**config.mk**
```make
export PLATFORM = sky130hd
export DESIGN_NAME = dual_bus_repeater
export DESIGN_NICKNAME = d
export VERILOG_FILES = /design/src/rtl/canrep_pkg.sv /design/src/rtl/rep_sync.sv /design/src/rtl/rep_lane.sv /design/src/rtl/dual_bus_repeater.sv
export SDC_FILE = /design/constraint.sdc
export NUM_CORES = 1
export LEC_CHECK = 0
export BUFFER_PORTS_ARGS = -buffer_cell sky130_fd_sc_hd__buf_2
export CAP_MARGIN = 25
export CELL_PAD_IN_SITES_DETAIL_PLACEMENT = 2
export CELL_PAD_IN_SITES_GLOBAL_PLACEMENT = 2
export CORE_ASPECT_RATIO = 0.6
export CORE_MARGIN = 1.5
export CORE_UTILIZATION = 29
export DETAILED_ROUTE_END_ITERATION = 12
export HOLD_SLACK_MARGIN = 0.12
export PLACE_DENSITY_LB_ADDON = 0.1
export SYNTH_ARGS = -nofsm -noshare
export SYNTH_HDL_FRONTEND = slang
export SYNTH_SLANG_ARGS = --single-unit
```
**constraint.sdc**
```tcl
create_clock -name clk -period 4.3 [get_ports clk]
set_input_delay 0.645 -clock clk [delete_from_list [all_inputs] [get_ports clk]]
set_output_delay 0.645 -clock clk [all_outputs]
set_load 0.02 [all_outputs]
```
**src/rtl/canrep_pkg.sv**
```systemverilog
package canrep_pkg;

  localparam int NBUS   = 2;
  localparam int TICK_W = 8;

  typedef logic [TICK_W-1:0] tick_t;

  // Down-counter step: reload on load, otherwise count down and stop at zero.
  function automatic tick_t tick_next(logic load, tick_t load_val, tick_t cur);
    if (load) return load_val;
    if (cur != '0) return cur - tick_t'(1);
    return '0;
  endfunction

  // Expansion output level: any bus seen dominant, or the local transmitter.
  function automatic logic exp_level(logic [NBUS-1:0] seen, logic loc_tx_n);
    return ~((|seen) | ~loc_tx_n);
  endfunction

  // Local receive level: the expansion level plus the expansion input.
  function automatic logic loc_level(logic [NBUS-1:0] seen, logic loc_tx_n,
                                     logic exp_in_n);
    return ~((|seen) | ~loc_tx_n | ~exp_in_n);
  endfunction

endpackage

```
**src/rtl/rep_sync.sv**
```systemverilog
module rep_sync #(
  parameter int           W       = 2,
  parameter int           STAGES  = 2,
  parameter logic [W-1:0] RST_VAL = '1
) (
  input  logic         clk,
  input  logic         rst_n,
  input  logic [W-1:0] d,
  output logic [W-1:0] q
);
  logic [W-1:0] stage_q [STAGES];

  always_ff @(posedge clk or negedge rst_n) begin
    if (!rst_n) begin
      for (int s = 0; s < STAGES; s++) stage_q[s] <= RST_VAL;
    end else begin
      stage_q[0] <= d;
      for (int s = 1; s < STAGES; s++) stage_q[s] <= stage_q[s-1];
    end
  end

  assign q = stage_q[STAGES-1];
endmodule

```
**src/rtl/rep_lane.sv**
```systemverilog
module rep_lane
  import canrep_pkg::*;
#(
  parameter int HOLD_CYC = 4,
  parameter int LOCK_CYC = 5
) (
  input  logic clk,
  input  logic rst_n,
  input  logic bus_off,    // high: this bus disabled
  input  logic line_n,     // synchronised bus level, low = dominant
  input  logic peer_dom,   // other bus seen dominant (after its mask)
  input  logic local_dom,  // local or expansion drive request
  output logic seen_dom,   // this bus seen dominant after masking
  output logic drive_on    // this bus's transmitter driving dominant
);
  tick_t hold_q, lock_q;
  logic  drv_q, seen_q;

  // Named internal events
  logic rcv_dom, supp_on, release_ev, lock_on, bridge_req, drive_req;

  assign rcv_dom    = ~bus_off & ~line_n;
  assign supp_on    = drv_q | (hold_q != '0);
  assign seen_dom   = rcv_dom & ~supp_on;
  assign release_ev = seen_q & ~rcv_dom;
  assign lock_on    = release_ev | (lock_q != '0);
  assign bridge_req = peer_dom & ~seen_dom & (drv_q | ~lock_on);
  assign drive_req  = ~bus_off & (local_dom | bridge_req);
  assign drive_on   = drv_q & ~bus_off;

  always_ff @(posedge clk or negedge rst_n) begin
    if (!rst_n) begin
      hold_q <= '0;
      lock_q <= '0;
      drv_q  <= 1'b0;
      seen_q <= 1'b0;
    end else begin
      hold_q <= tick_next(drv_q, tick_t'(HOLD_CYC), hold_q);
      lock_q <= tick_next(release_ev, tick_t'(LOCK_CYC), lock_q);
      drv_q  <= drive_req;
      seen_q <= seen_dom;
    end
  end

  // the mask is still on in the cycle after the drive ends
  assert_hold_after_drive_R6: assert property (@(posedge clk) disable iff (!rst_n)
    (HOLD_CYC > 0) && $fell(drv_q) |-> supp_on)
    else $error("hold window missing after drive release");

  // a fresh release blocks a bridging drive in the next cycle
  assert_lockout_blocks_R8: assert property (@(posedge clk) disable iff (!rst_n)
    release_ev && !drv_q && !local_dom |=> !drv_q)
    else $error("bridge drive started inside lockout");

  // a bus seen dominant is not driven from the peer
  assert_no_drive_onto_source_R9: assert property (@(posedge clk) disable iff (!rst_n)
    seen_dom && !local_dom |=> !drv_q)
    else $error("source bus was driven from the peer");

  // a disabled bus never starts driving
  assert_disabled_stays_quiet_R5: assert property (@(posedge clk) disable iff (!rst_n)
    bus_off |=> !drv_q)
    else $error("disabled bus started driving");
endmodule

```
**src/rtl/dual_bus_repeater.sv**
```systemverilog
module dual_bus_repeater
  import canrep_pkg::*;
#(
  parameter int HOLD_CYC    = 4,
  parameter int LOCK_CYC    = 5,
  parameter int SYNC_STAGES = 2
) (
  input  logic            clk,
  input  logic            rst_n,
  input  logic [NBUS-1:0] rx_bus,
  input  logic [NBUS-1:0] bus_dis,
  input  logic            local_tx,
  input  logic            expand_in,
  output logic [NBUS-1:0] tx_bus,
  output logic            local_rx,
  output logic            expand_out
);
  logic [NBUS-1:0] line_s;
  logic [NBUS-1:0] seen_dom;
  logic [NBUS-1:0] drive_on;
  logic            local_dom;

  assign local_dom = ~local_tx | ~expand_in;

  rep_sync #(.W(NBUS), .STAGES(SYNC_STAGES), .RST_VAL({NBUS{1'b1}})) u_sync (
    .clk   (clk),
    .rst_n (rst_n),
    .d     (rx_bus),
    .q     (line_s)
  );

  for (genvar g = 0; g < NBUS; g++) begin : g_lane
    localparam int PEER = NBUS - 1 - g;

    rep_lane #(.HOLD_CYC(HOLD_CYC), .LOCK_CYC(LOCK_CYC)) u_lane (
      .clk       (clk),
      .rst_n     (rst_n),
      .bus_off   (bus_dis[g]),
      .line_n    (line_s[g]),
      .peer_dom  (seen_dom[PEER]),
      .local_dom (local_dom),
      .seen_dom  (seen_dom[g]),
      .drive_on  (drive_on[g])
    );

    assign tx_bus[g] = ~drive_on[g];

    // a disabled bus shows recessive drive
    assert_disabled_tx_high_R5: assert property (@(posedge clk) disable iff (!rst_n)
      bus_dis[g] |-> tx_bus[g])
      else $error("disabled bus drives dominant");
  end

  assign expand_out = exp_level(seen_dom, local_tx);
  assign local_rx   = loc_level(seen_dom, local_tx, expand_in);

  // local drive reaches both enabled buses one edge later
  assert_local_drives_both_R2: assert property (@(posedge clk) disable iff (!rst_n)
    $past(!local_tx && bus_dis == '0) && bus_dis == '0 |-> tx_bus == '0)
    else $error("local dominant not forwarded to both buses");

  // expansion input reaches the local receiver
  assert_expand_in_to_local_R3: assert property (@(posedge clk) disable iff (!rst_n)
    !expand_in |-> !local_rx)
    else $error("expansion dominant not seen on local receive");
endmodule

```
==> impl_metrics.json <==
{
  "run_status": "complete, no violations",
  "hp-class": "in2async",
  "port_buffers": 11,
  "grt_pass1_wl_mm": 7.86,
  "via_per_inst": 4.76,
  "synth.ff_latch_count": 40,
  "synth_area_leaders": "dfrtp_1 48%, nor2_1 6.0%, dfstp_2 5.6%",
  "grtUsageTotal": 0.151,
  "cts_setup_buffers": 0,
  "skew_ns": 0.0122,
  "clockRootBuffer": "clkbuf_8",
  "finalNetCount": 206,
  "clk_latency_ns": 0.30,
  "avgSynthCellArea_um2": 10.8,
  "cts_hold_buf": 0,
  "routed_wl_mm": 4.39,
  "initial_utilization": 0.304,
  "row_count": 22,
  "tightest_slew_ns": 0.506,
  "postCtsResizedCells": 0,
  "fmax_ghz": 0.360,
  "rrSetupSlack_ns": 2.40,
  "totalNegativeSetupSlack_ns": 0,
  "setup_viol": 0,
  "tritoncts": "done",
  "synth_top_area_frac": 0.479,
  "dr_total_vias": 1309,
  "critPathLaunchType": "flip-flop",
  "synthFlopType": "dfrtp_1",
  "worst_hold_slack_ns": 0.302,
  "dieArea_mm2": 0.00699,
  "fillers": 697,
  "final_layout_size_suffix_gt1_frac": 0.157,
  "cp.required_ns": 3.65,
  "first_pass_iters": 4,
  "antennaDiodeCount": 0,
  "yosysTopAreaCell": "dfrtp_1",
  "die_w_um": 107,
  "r2r_cells": 6,
  "yosysUniqueCellTypes": 31,
  "leakage_nw": 0.949,
  "gr-total-overflow": 0,
  "clk_path_buf_depth": 2,
  "die_h_um": 65.4,
  "cts.sinks": 40,
  "first_iter_violations": 38,
  "criticalPathCategory": "reg2out",
  "rsz0062_at_grt": "no",
  "max-vdd-ir-drop_mv": 0.166,
  "path_clk_slew_ns": 0.08,
  "gp_congestion": 0.703,
  "critPathMaxFanout": 4,
  "dp_hpwl_mm": 3.25,
  "period_minus_slack_ns": 2.78,
  "slew_headroom": 0.660,
  "syn_nets": 190,
  "drt-wirelength-per-cell_um": 16.0,
  "synth_area_mm2": 0.00188,
  "netlist_instances": 174,
  "yosysMostFrequentCell": "dfrtp_1",
  "numCtsBuffers": 5,
  "synthArstFlopShare": 1.00,
  "drv_slew": 0,
  "power_w": 0.00142,
  "ys_warn_count": 0,
  "finalCritPeriodShare": 0.646,
  "final_hold_viol_count": 0,
  "fp.coreArea_mm2": 0.00619,
  "synthToLayoutAreaGrowth_pct": 13.6,
  "grt_max_degree": 41,
  "ant_nets": 0,
  "ys_seq_area_frac": 0.535,
  "first_global_vias": 1569,
  "maxCapViolations": 0,
  "synth-edff-count": 0,
  "endpoint_kind": "output port",
  "synthTopCellsByCount": "36 x dfrtp_1, 30 x nor2_1, 13 x inv_1",
  "drc": 0,
  "p_per_area_mw_per_mm2": 665,
  "ioPinCount": 12,
  "antenna_found_initial": 0,
  "htreeDepth": 2,
  "cp.arrival_ns": 2.13
}
[state kept, by name, indices dropped and copies added, names as in the netlist]
register              cells
u_sync.stage_q            2
g_lane.u_lane.drv_q       2
u_sync.q                  2
g_lane.u_lane.hold_q     16
g_lane.u_lane.lock_q     16
g_lane.u_lane.seen_q      2
[kinds of logic (layout without fill, tap and decap cells)]
logic type	after synthesis	in the layout	share of synthesized area
compound gates	20	20	0.0699
xor+xnor	20	20	0.0931
fa+ha+maj	8	8	0.0532
buf+inv	16	33	0.0333
flops	40	40	0.535
simple gates	70	70	0.216
[layer usage]
layer / global-route usage / wire length (um)
met3: 0.0387 / 134
met1: 0.197 / 2210
met4: 0.0550 / 57
met5: 0 / 0
met2: 0.245 / 1990
[report_power, final]
part	switching, W	internal, W
combinational	0.000263	0.000235
sequential	0.000154	0.000519
clock	0.000135	0.000114
[area by class of cell]
cell class	count	area, um2	area share
Clock inverter	1	5.00	0.00234
Clock buffer	7	76.3	0.0357
Sequential cell	40	1010	0.471
Inverter	13	48.8	0.0228
Tap cell	84	105	0.0492
Timing Repair Buffer	12	82.6	0.0387
Multi-Input combinational cell	118	812	0.380
[path summary, 6_finish.rpt]
| check | startpoint | to |
|---|---|---|
| worst max-delay path | g_lane[1].u_lane.hold_q[0] | expand_out |
| worst min-delay path | rst_n | g_lane[0].u_lane.hold_q[5] |
| worst max register to register | g_lane[1].u_lane.hold_q[0] | g_lane[1].u_lane.drv_q |
| worst min register to register | u_sync.stage_q[3] | u_sync.q[1] |
| max in group asynchronous | rst_n | g_lane[1].u_lane.hold_q[2] |
| min in group clk | u_sync.stage_q[3] | u_sync.q[1] |
[placed cells by master, fill, tap and decap left out, types with 6 or more instances in the layout]
cell and count:
buf_2 11, inv_1 13, o21ai_0 6, xor2_1 8, xnor2_1 12, nor2_1 30
ha_1 8, nor3_1 6, dfrtp_1 36
[critical path, stage by stage, from the launching register on]
cell,delay [ns]
dfrtp_1,0.40
inv_1,0.11
ha_1,0.18
or3b_2,0.45
nor3_1,0.39
nor3b_1,0.13
buf_2,0.18
[through the flow]
| step | utilization | cell area, um2 | setup slack [ns] | instances |
|---|---|---|---|---|
| floorplan | - | 1880 | 2.14 | 174 |
| global placement | 0.327 | 2030 | 1.89 | 266 |
| detailed placement | 0.327 | 2030 | 1.81 | 266 |
| CTS | 0.340 | 2110 | 1.47 | 274 |
| global route | 0.345 | 2140 | 1.28 | 275 |
| finish | 0.345 | 2140 | 1.52 | 275 |
(Power assumes the default switching activity.)
